==> src/rtl/spinand_rd_pkg.sv <==
package spinand_rd_pkg;
  typedef enum logic [2:0] {
    ST_IDLE,
    ST_LOAD,
    ST_GAP,
    ST_POLL,
    ST_HDR,
    ST_DATA,
    ST_HOLD
  } seq_st_e;

  localparam logic [7:0] OP_PAGE_LOAD = 8'h13;
  localparam logic [7:0] OP_FEAT_RD   = 8'h0F;
  localparam logic [7:0] OP_CACHE_RD  = 8'h03;
  localparam logic [7:0] FEAT_STATUS  = 8'hC0;
endpackage

==> src/rtl/spinand_bit_engine.sv <==
// Shifts one byte in mode 0: MOSI is set up while SCK is low,
// MISO is captured as SCK rises, and SCK ends low after 8 bits.
module spinand_bit_engine #(
  parameter int HALF_DIV = 2
) (
  input  logic       clk,
  input  logic       rst_n,
  input  logic       go,
  input  logic [7:0] tx,
  input  logic       miso,
  output logic       sck,
  output logic       mosi,
  output logic       fin,
  output logic [7:0] rx
);
  localparam int DW = (HALF_DIV > 1) ? $clog2(HALF_DIV) : 1;

  logic          active;
  logic          hi_phase;
  logic [DW-1:0] dcnt;
  logic [2:0]    bcnt;
  logic [7:0]    sh;

  always_ff @(posedge clk or negedge rst_n) begin
    if (!rst_n) begin
      active   <= 1'b0;
      hi_phase <= 1'b0;
      dcnt     <= '0;
      bcnt     <= '0;
      sh       <= '0;
      sck      <= 1'b0;
      mosi     <= 1'b0;
      fin      <= 1'b0;
      rx       <= '0;
    end else begin
      fin <= 1'b0;
      if (go && !active) begin
        active   <= 1'b1;
        sh       <= tx;
        mosi     <= tx[7];
        dcnt     <= '0;
        bcnt     <= '0;
        hi_phase <= 1'b0;
        sck      <= 1'b0;
      end else if (active) begin
        if (dcnt == DW'(HALF_DIV - 1)) begin
          dcnt <= '0;
          if (!hi_phase) begin
            sck      <= 1'b1;
            hi_phase <= 1'b1;
            rx       <= {rx[6:0], miso};
          end else begin
            sck      <= 1'b0;
            hi_phase <= 1'b0;
            if (bcnt == 3'd7) begin
              active <= 1'b0;
              fin    <= 1'b1;
            end else begin
              bcnt <= bcnt + 3'd1;
              sh   <= {sh[6:0], 1'b0};
              mosi <= sh[6];
            end
          end
        end else begin
          dcnt <= dcnt + 1'b1;
        end
      end
    end
  end
endmodule

==> src/rtl/spinand_rd_seq.sv <==
// Command sequencer: page load, status polling, cache readout.
module spinand_rd_seq
  import spinand_rd_pkg::*;
#(
  parameter int CS_GAP   = 4,
  parameter int POLL_MAX = 16,
  parameter int BLK_W    = 11,
  parameter int PG_W     = 6,
  parameter int COL_W    = 12,
  parameter int LEN_W    = 12
) (
  input  logic             clk,
  input  logic             rst_n,
  input  logic             start,
  input  logic [BLK_W-1:0] blk_num,
  input  logic [PG_W-1:0]  pg_num,
  input  logic [COL_W-1:0] col_start,
  input  logic [1:0]       wrap_sel,
  input  logic [LEN_W-1:0] byte_len,
  input  logic             out_ready,
  input  logic             fin,
  input  logic [7:0]       rx,
  output logic             busy,
  output logic             done,
  output logic             timeout,
  output logic             out_valid,
  output logic [7:0]       out_data,
  output logic             cs_n,
  output logic             go,
  output logic [7:0]       tx
);
  localparam int GW = $clog2(CS_GAP + 1);
  localparam int PW = $clog2(POLL_MAX + 1);

  seq_st_e          st, nxt;
  logic [1:0]       idx;
  logic [GW-1:0]    gap_cnt;
  logic [PW-1:0]    poll_cnt;
  logic [LEN_W-1:0] remain;
  logic [BLK_W-1:0] blk_q;
  logic [PG_W-1:0]  pg_q;
  logic [COL_W-1:0] col_q;
  logic [1:0]       wrap_q;
  logic [23:0]      row24;
  logic [15:0]      colw;
  logic [7:0]       row_byte;
  logic [7:0]       hdr_byte;

  assign row24 = 24'({blk_q, pg_q});
  assign colw  = {wrap_q, 14'(col_q)};
  assign busy  = (st != ST_IDLE);

  always_comb begin
    case (idx)
      2'd0:    row_byte = row24[23:16];
      2'd1:    row_byte = row24[15:8];
      default: row_byte = row24[7:0];
    endcase
    case (idx)
      2'd0:    hdr_byte = colw[15:8];
      2'd1:    hdr_byte = colw[7:0];
      default: hdr_byte = 8'h00;
    endcase
  end

  always_ff @(posedge clk or negedge rst_n) begin
    if (!rst_n) begin
      st        <= ST_IDLE;
      nxt       <= ST_IDLE;
      idx       <= '0;
      gap_cnt   <= '0;
      poll_cnt  <= '0;
      remain    <= '0;
      blk_q     <= '0;
      pg_q      <= '0;
      col_q     <= '0;
      wrap_q    <= '0;
      done      <= 1'b0;
      timeout   <= 1'b0;
      out_valid <= 1'b0;
      out_data  <= '0;
      cs_n      <= 1'b1;
      go        <= 1'b0;
      tx        <= '0;
    end else begin
      go      <= 1'b0;
      done    <= 1'b0;
      timeout <= 1'b0;
      case (st)
        ST_IDLE: begin
          if (start) begin
            blk_q    <= blk_num;
            pg_q     <= pg_num;
            col_q    <= col_start;
            wrap_q   <= wrap_sel;
            remain   <= byte_len;
            poll_cnt <= '0;
            idx      <= '0;
            cs_n     <= 1'b0;
            go       <= 1'b1;
            tx       <= OP_PAGE_LOAD;
            st       <= ST_LOAD;
          end
        end
        ST_LOAD: begin
          if (fin) begin
            if (idx == 2'd3) begin
              cs_n    <= 1'b1;
              gap_cnt <= '0;
              nxt     <= ST_POLL;
              st      <= ST_GAP;
            end else begin
              go  <= 1'b1;
              tx  <= row_byte;
              idx <= idx + 2'd1;
            end
          end
        end
        ST_GAP: begin
          if (gap_cnt == GW'(CS_GAP - 1)) begin
            idx <= '0;
            st  <= nxt;
            if (nxt != ST_IDLE) begin
              cs_n <= 1'b0;
              go   <= 1'b1;
              tx   <= (nxt == ST_POLL) ? OP_FEAT_RD : OP_CACHE_RD;
            end
          end else begin
            gap_cnt <= gap_cnt + 1'b1;
          end
        end
        ST_POLL: begin
          if (fin) begin
            if (idx != 2'd2) begin
              go  <= 1'b1;
              tx  <= (idx == 2'd0) ? FEAT_STATUS : 8'h00;
              idx <= idx + 2'd1;
            end else begin
              cs_n    <= 1'b1;
              gap_cnt <= '0;
              st      <= ST_GAP;
              if (!rx[0]) begin
                nxt <= ST_HDR;
              end else if (poll_cnt == PW'(POLL_MAX - 1)) begin
                nxt     <= ST_IDLE;
                done    <= 1'b1;
                timeout <= 1'b1;
              end else begin
                poll_cnt <= poll_cnt + 1'b1;
                nxt      <= ST_POLL;
              end
            end
          end
        end
        ST_HDR: begin
          if (fin) begin
            if (idx != 2'd3) begin
              go  <= 1'b1;
              tx  <= hdr_byte;
              idx <= idx + 2'd1;
            end else if (remain == '0) begin
              cs_n    <= 1'b1;
              done    <= 1'b1;
              gap_cnt <= '0;
              nxt     <= ST_IDLE;
              st      <= ST_GAP;
            end else begin
              go <= 1'b1;
              tx <= 8'h00;
              st <= ST_DATA;
            end
          end
        end
        ST_DATA: begin
          if (fin) begin
            out_valid <= 1'b1;
            out_data  <= rx;
            remain    <= remain - 1'b1;
            st        <= ST_HOLD;
          end
        end
        ST_HOLD: begin
          if (out_ready) begin
            out_valid <= 1'b0;
            if (remain == '0) begin
              cs_n    <= 1'b1;
              done    <= 1'b1;
              gap_cnt <= '0;
              nxt     <= ST_IDLE;
              st      <= ST_GAP;
            end else begin
              go <= 1'b1;
              tx <= 8'h00;
              st <= ST_DATA;
            end
          end
        end
        default: st <= ST_IDLE;
      endcase
    end
  end
endmodule

==> src/rtl/spinand_page_reader.sv <==
module spinand_page_reader #(
  parameter int HALF_DIV = 2,
  parameter int CS_GAP   = 4,
  parameter int POLL_MAX = 16,
  parameter int BLK_W    = 11,
  parameter int PG_W     = 6,
  parameter int COL_W    = 12,
  parameter int LEN_W    = 12
) (
  input  logic             clk,
  input  logic             rst_n,
  input  logic             start,
  input  logic [BLK_W-1:0] blk_num,
  input  logic [PG_W-1:0]  pg_num,
  input  logic [COL_W-1:0] col_start,
  input  logic [1:0]       wrap_sel,
  input  logic [LEN_W-1:0] byte_len,
  output logic             busy,
  output logic             done,
  output logic             timeout,
  output logic             out_valid,
  input  logic             out_ready,
  output logic [7:0]       out_data,
  output logic             sck,
  output logic             cs_n,
  output logic             mosi,
  input  logic             miso
);
  logic       eng_go;
  logic [7:0] eng_tx;
  logic       eng_fin;
  logic [7:0] eng_rx;

  spinand_rd_seq #(
    .CS_GAP(CS_GAP), .POLL_MAX(POLL_MAX), .BLK_W(BLK_W),
    .PG_W(PG_W), .COL_W(COL_W), .LEN_W(LEN_W)
  ) u_seq (
    .clk(clk), .rst_n(rst_n), .start(start), .blk_num(blk_num),
    .pg_num(pg_num), .col_start(col_start), .wrap_sel(wrap_sel),
    .byte_len(byte_len), .out_ready(out_ready), .fin(eng_fin),
    .rx(eng_rx), .busy(busy), .done(done), .timeout(timeout),
    .out_valid(out_valid), .out_data(out_data), .cs_n(cs_n),
    .go(eng_go), .tx(eng_tx)
  );

  spinand_bit_engine #(.HALF_DIV(HALF_DIV)) u_eng (
    .clk(clk), .rst_n(rst_n), .go(eng_go), .tx(eng_tx), .miso(miso),
    .sck(sck), .mosi(mosi), .fin(eng_fin), .rx(eng_rx)
  );
endmodule

==> config.mk <==
export PLATFORM = sky130hd
export DESIGN_NAME = spinand_page_reader
export DESIGN_NICKNAME = d
export VERILOG_FILES = /design/src/rtl/spinand_rd_pkg.sv /design/src/rtl/spinand_bit_engine.sv /design/src/rtl/spinand_rd_seq.sv /design/src/rtl/spinand_page_reader.sv
export SDC_FILE = /design/constraint.sdc
export NUM_CORES = 1
export LEC_CHECK = 0
export CAP_MARGIN = 10
export CORE_UTILIZATION = 30
export DETAILED_ROUTE_END_ITERATION = 7
export SYNTH_ARGS = -nofsm -noshare
export SYNTH_HDL_FRONTEND = slang
export SYNTH_SLANG_ARGS = --single-unit
==> constraint.sdc <==
create_clock -name clk -period 2.85 [get_ports clk]
set_clock_uncertainty 0.2 [all_clocks]
set_input_delay 0.855 -clock clk [delete_from_list [all_inputs] [get_ports clk]]
set_output_delay 0.855 -clock clk [all_outputs]
set_load 0.05 [all_outputs]
-- After elaboration in Yosys (flattened, before gate mapping)
Index checks and enable logic that the tools add are counted.
- register bits after elaboration: 103
- output and inout bits: 15
- word-level logic and storage cells: 232
- $add $sub $neg: 6
- equal/unequal tests: 32
- mux-type cells: 136
- bitwise logic cells: 2
- reduce and logical (&&, ||, !) cells: 31
- operators with widths (cell ; count):
    $mux W3 ; 34
    $mux W8 ; 12
    $mux W1 ; 55
    $pmux W8 S6 ; 1
    $mux W7 ; 5
    $pmux W8 S2 ; 2
    $mux W5 ; 5
    $mux W12 ; 2
    $pmux W12 S2 ; 1
    $ne A2 B1 Y1 const B ; 11
    $pmux W3 S7 ; 1
    $reduce_and A10 Y1 ; 2
    $mux W2 ; 9
    $ne A2 B2 Y1 const B ; 9
    $reduce_and A9 Y1 ; 2
    $pmux W3 S5 ; 1
    $eq A3 B2 Y1 const B ; 4
    $eq A3 B3 Y1 const B ; 4
    $logic_not A12 Y1 ; 1
    $pmux W1 S6 ; 2
    $pmux W3 S4 ; 1
    $reduce_bool A2 Y1 ; 6
    $sub A12 B1 Y12 const B ; 1
    $reduce_and A11 Y1 ; 1
    27 further kinds ; 35

-- Depth between registers and ports, before layout
- word-level depth: 6
- depth in mapped cells: 7
- mapped depth without buffers: 6

-- Modules after synthesis
From an unflattened synthesis, not the netlist that was laid out.
- cell total of the unflattened synthesis: 475
- area total of the unflattened synthesis: 5235.0 sq um
- by module, submodules not included (module ; instances ; cells an instance ; area each (sq um) ; sequential area each (sq um)):
    spinand_rd_seq ; 1 ; 396 ; 4229.1 ; 1978.1
    spinand_bit_engine ; 1 ; 79 ; 1006.0 ; 575.6

-- Worst setup path after synthesis
OpenSTA, ideal clock, no wires.
- kind: register to output
- from: reg u_seq.st[1]
- to: out busy
- arrival: 1.189 ns
- slack: 0.606 ns
- stages on the path, launching flop included: 6
- buffers on the path: 3
- cells stage by stage: dfrtp_1 > buf_6 > buf_6 > buf_6 > inv_1 > nand2_1
- cells in the longest elaborated chain, start to end: 1
- ends and longest elaborated chain (item ; RTL line ; text):
    from (decl) ; spinand_rd_seq.sv:35 ; seq_st_e st, nxt;
    from (signal assigned) ; spinand_rd_seq.sv:122 ; st <= nxt;
    $reduce_bool A3 Y1 ; spinand_rd_seq.sv:51 ; assign busy = (st != ST_IDLE);
    to (decl) ; spinand_page_reader.sv:18 ; output logic busy,
No other way between the ends.

-- Final worst setup path
- from: reg u_seq.cs_n
- to: out cs_n
- RTL lines (item ; RTL line ; text):
    from (decl) ; spinand_rd_seq.sv:28 ; output logic cs_n,
    from (signal assigned) ; spinand_rd_seq.sv:82 ; cs_n <= 1'b1;
    from (signal assigned) ; spinand_rd_seq.sv:99 ; cs_n <= 1'b0;
    from (signal assigned) ; spinand_rd_seq.sv:108 ; cs_n <= 1'b1;
    to (decl) ; spinand_page_reader.sv:25 ; output logic cs_n,
No word-level cell between the ends.

==> metrics.txt <==
status completed; gpl congestion 0.8001; Fmax 363.8 MHz; Final Instance Area 6521 um^2; pwr/cell area 854.7 nW/um^2; worst endpoint required time 1800 ps; period utilisation layout 0.9645; hold_buf cts 0; # setup viols final 0; DRT iter0 DRCs 261; Fillers 1736; number of global-route vias before repair 4179; Synth area leaders dfrtp_1, nand2_1, mux2i_1; max-slew violations 0; most frequent cells in the layout nand2_1, dfrtp_1, clkdlybuf4s50_1; Mapped Cells 551; CTS buffer count 9; combinational share of power 0.330; Critical Path AT 1690 ps; synth unique cells 73; routed wire length 12570 um; reg2reg setup slack 590 ps; CTS H-tree depth 3; Vias 4230; post-CTS resize count 0; Synth Flop Type dfrtp_1; critical path launch point type flip-flop; final hold vios 0; Synth area leader dfrtp_1; core area 17300 um^2; max_slew headroom 0.4677; first-pass GRT wire length 21000 um; Layout area overhead 22.38%; DRC violations left 0; TNS Setup 0 ps; post-CTS setup buffer count 0; area of the multi-input gates 2504 um^2; Antenna diodes 0; net switching power 2.008 mW; row cnt 48; Hold WC Path Type flip-flop to flip-flop; Int Pwr 3.565 mW; Die Y 135.3 um; mean post-synth cell area 9.671 um^2; Die Wd 135.3 um; synthesis-stage register bit count 102; Yosys warnings 0; num ports 63; placed instance count 828; CTS tree done; EDFF count, synth 0; WS Path Type flip-flop to output pin; worst skew pair latency 340 ps; Net Sw Frac 0.3604; fin crit period 2749 ps; NumNets Final 674; slowest cell delay on critical path 830 ps; clock-pin transition on the worst setup and hold timing paths 70 ps; sequential power share 0.447; top cell type's share of synthesized area 0.4743; RSZ-0062 raised after global routing false; largest net degree at the start of global routing 42; Longest Clk Path Bufs 2; drt via density 5.012; Worst setup EP type output pin; final antenna-violating net count 0; Synth async-reset ratio 1.000; worst setup margin 101.2 ps; Slowest cell on crit path clkdlybuf4s50_1; clock power share 0.223; VDD IR max 0.3169 mV; Port Buffers 62; Total GRT Usage 0.1450; drt pass-1 iters 6; initial antenna violation count 0; die area 18300 um^2; leakage 2.934 nW; CP bufs+invs 1; commonest non-fill, non-tap cell in the layout nand2_1; Post-Place Setup Slack 71.19 ps; Routed WL per cell 14.89 um; CP delay by family, top buffers and inverters; Finished Layout Cells 844; layout cell share with drive strength beyond 1 0.1034; HPWL Detailed 9076 um; grt ovf 0; CP Max Fanout 2; max_cap viols 0; Initial Util 0.3081; clk sinks 102; cells along the critical path clkdlybuf4s50_1; Net Count, Synth 611; sequential fraction of the synthesis area 0.4792; CTS root buffer clkbuf_16; Slew @ Worst Pin 792.3 ps; Post-Syn Area 5329 um^2; Reg area 2554 um^2; Placement Cell Area 6221 um^2
## worst paths after layout
path,cells past startpoint,end,start
setup reg to reg,5,u_seq.tx[6],u_seq.st[2]
max in group asynchronous,2,u_seq.cs_n,rst_n
setup / recovery,1,cs_n,u_seq.cs_n
hold reg to reg,2,u_seq.out_data[5],u_seq.out_data[5]
min in group asynchronous,1,u_seq.remain[11],rst_n
hold / removal,2,u_seq.out_data[5],u_seq.out_data[5]
## state kept, by name, indices dropped and copies added, names as in the netlist, 2 cells and up
register / count
u_seq.st: 3
u_seq.tx: 8
u_seq.nxt: 2
u_seq.gap_cnt: 3
u_eng.rx: 8
u_seq.wrap_q: 2
u_seq.poll_cnt: 5
u_eng.sh: 7
u_seq.col_q: 12
u_seq.idx: 2
u_eng.bcnt: 3
u_seq.pg_q: 6
u_seq.out_data: 8
u_seq.blk_q: 11
u_seq.remain: 12
## per-layer routing
layer	GRT usage	vias to the layer above	routed length [um]
met3	0.02469	11	535
met2	0.2268	108	5854
met1	0.2026	2047	6031
met5	0	-	0
li1	-	2064	-
met4	0.04744	0	144
## synth_stat cells, types with 3 or more instances
cell type	n
nand2_1	150
dfrtp_1	101
o21ai_0	27
nor2_1	25
inv_1	23
mux2i_1	19
a21oi_1	14
a22o_1	12
ha_1	12
mux2_2	12
buf_2	8
buf_4	8
nand3_1	8
clkbuf_1	7
buf_6	6
o32ai_1	6
a32oi_1	5
nand2b_1	5
nand4_1	5
nor2b_1	5
nor3_1	5
and3_1	4
and3b_1	4
nor3b_1	4
o22ai_1	4
a221oi_1	3
a22oi_1	3
and2_1	3
nand3b_1	3
o211ai_1	3
o2bb2ai_1	3
## cell families (layout without fill, tap and decap cells)
| logic type | Yosys count | in the layout | share of synthesized area |
|---|---|---|---|
| simple gates | 241 | 241 | 0.2226 |
| buf+inv | 52 | 120 | 0.05259 |
| fa+ha+maj | 12 | 12 | 0.02817 |
| flops | 102 | 102 | 0.4792 |
| compound gates | 108 | 108 | 0.1456 |
| xor+xnor | 4 | 4 | 0.006576 |
| mux | 32 | 32 | 0.06527 |
## area by class of cell
type                            instances  share of cell area
Multi-Input combinational cell        397              0.3839
Clock inverter                          6             0.01094
Timing Repair Buffer                   81              0.1220
Clock buffer                           10             0.03511
Sequential cell                       102              0.3916
Tap cell                              225             0.04317
Inverter                               23             0.01324
## stage by stage
stage / util / hold WS (ps) / power [mW]
finish: 0.3770 / 276.8 / 5.573
floorplan: - / 233.1 / 3.787
detailed placement: 0.3597 / 261.2 / 4.358
global placement: 0.3597 / 259.5 / 4.268
CTS: 0.3770 / 279.0 / 5.620
global route: 0.3770 / 305.9 / 5.976
## power groups by stage
stage / registers, mW / logic, mW / clock network, mW
global route: 2.57 / 2.06 / 1.34
global placement: 2.49 / 1.78 / 0
floorplan: 2.48 / 1.31 / 0
finish: 2.49 / 1.84 / 1.24
CTS: 2.49 / 1.86 / 1.27
detailed placement: 2.52 / 1.84 / 0
Power figures use the tool's default switching activity.
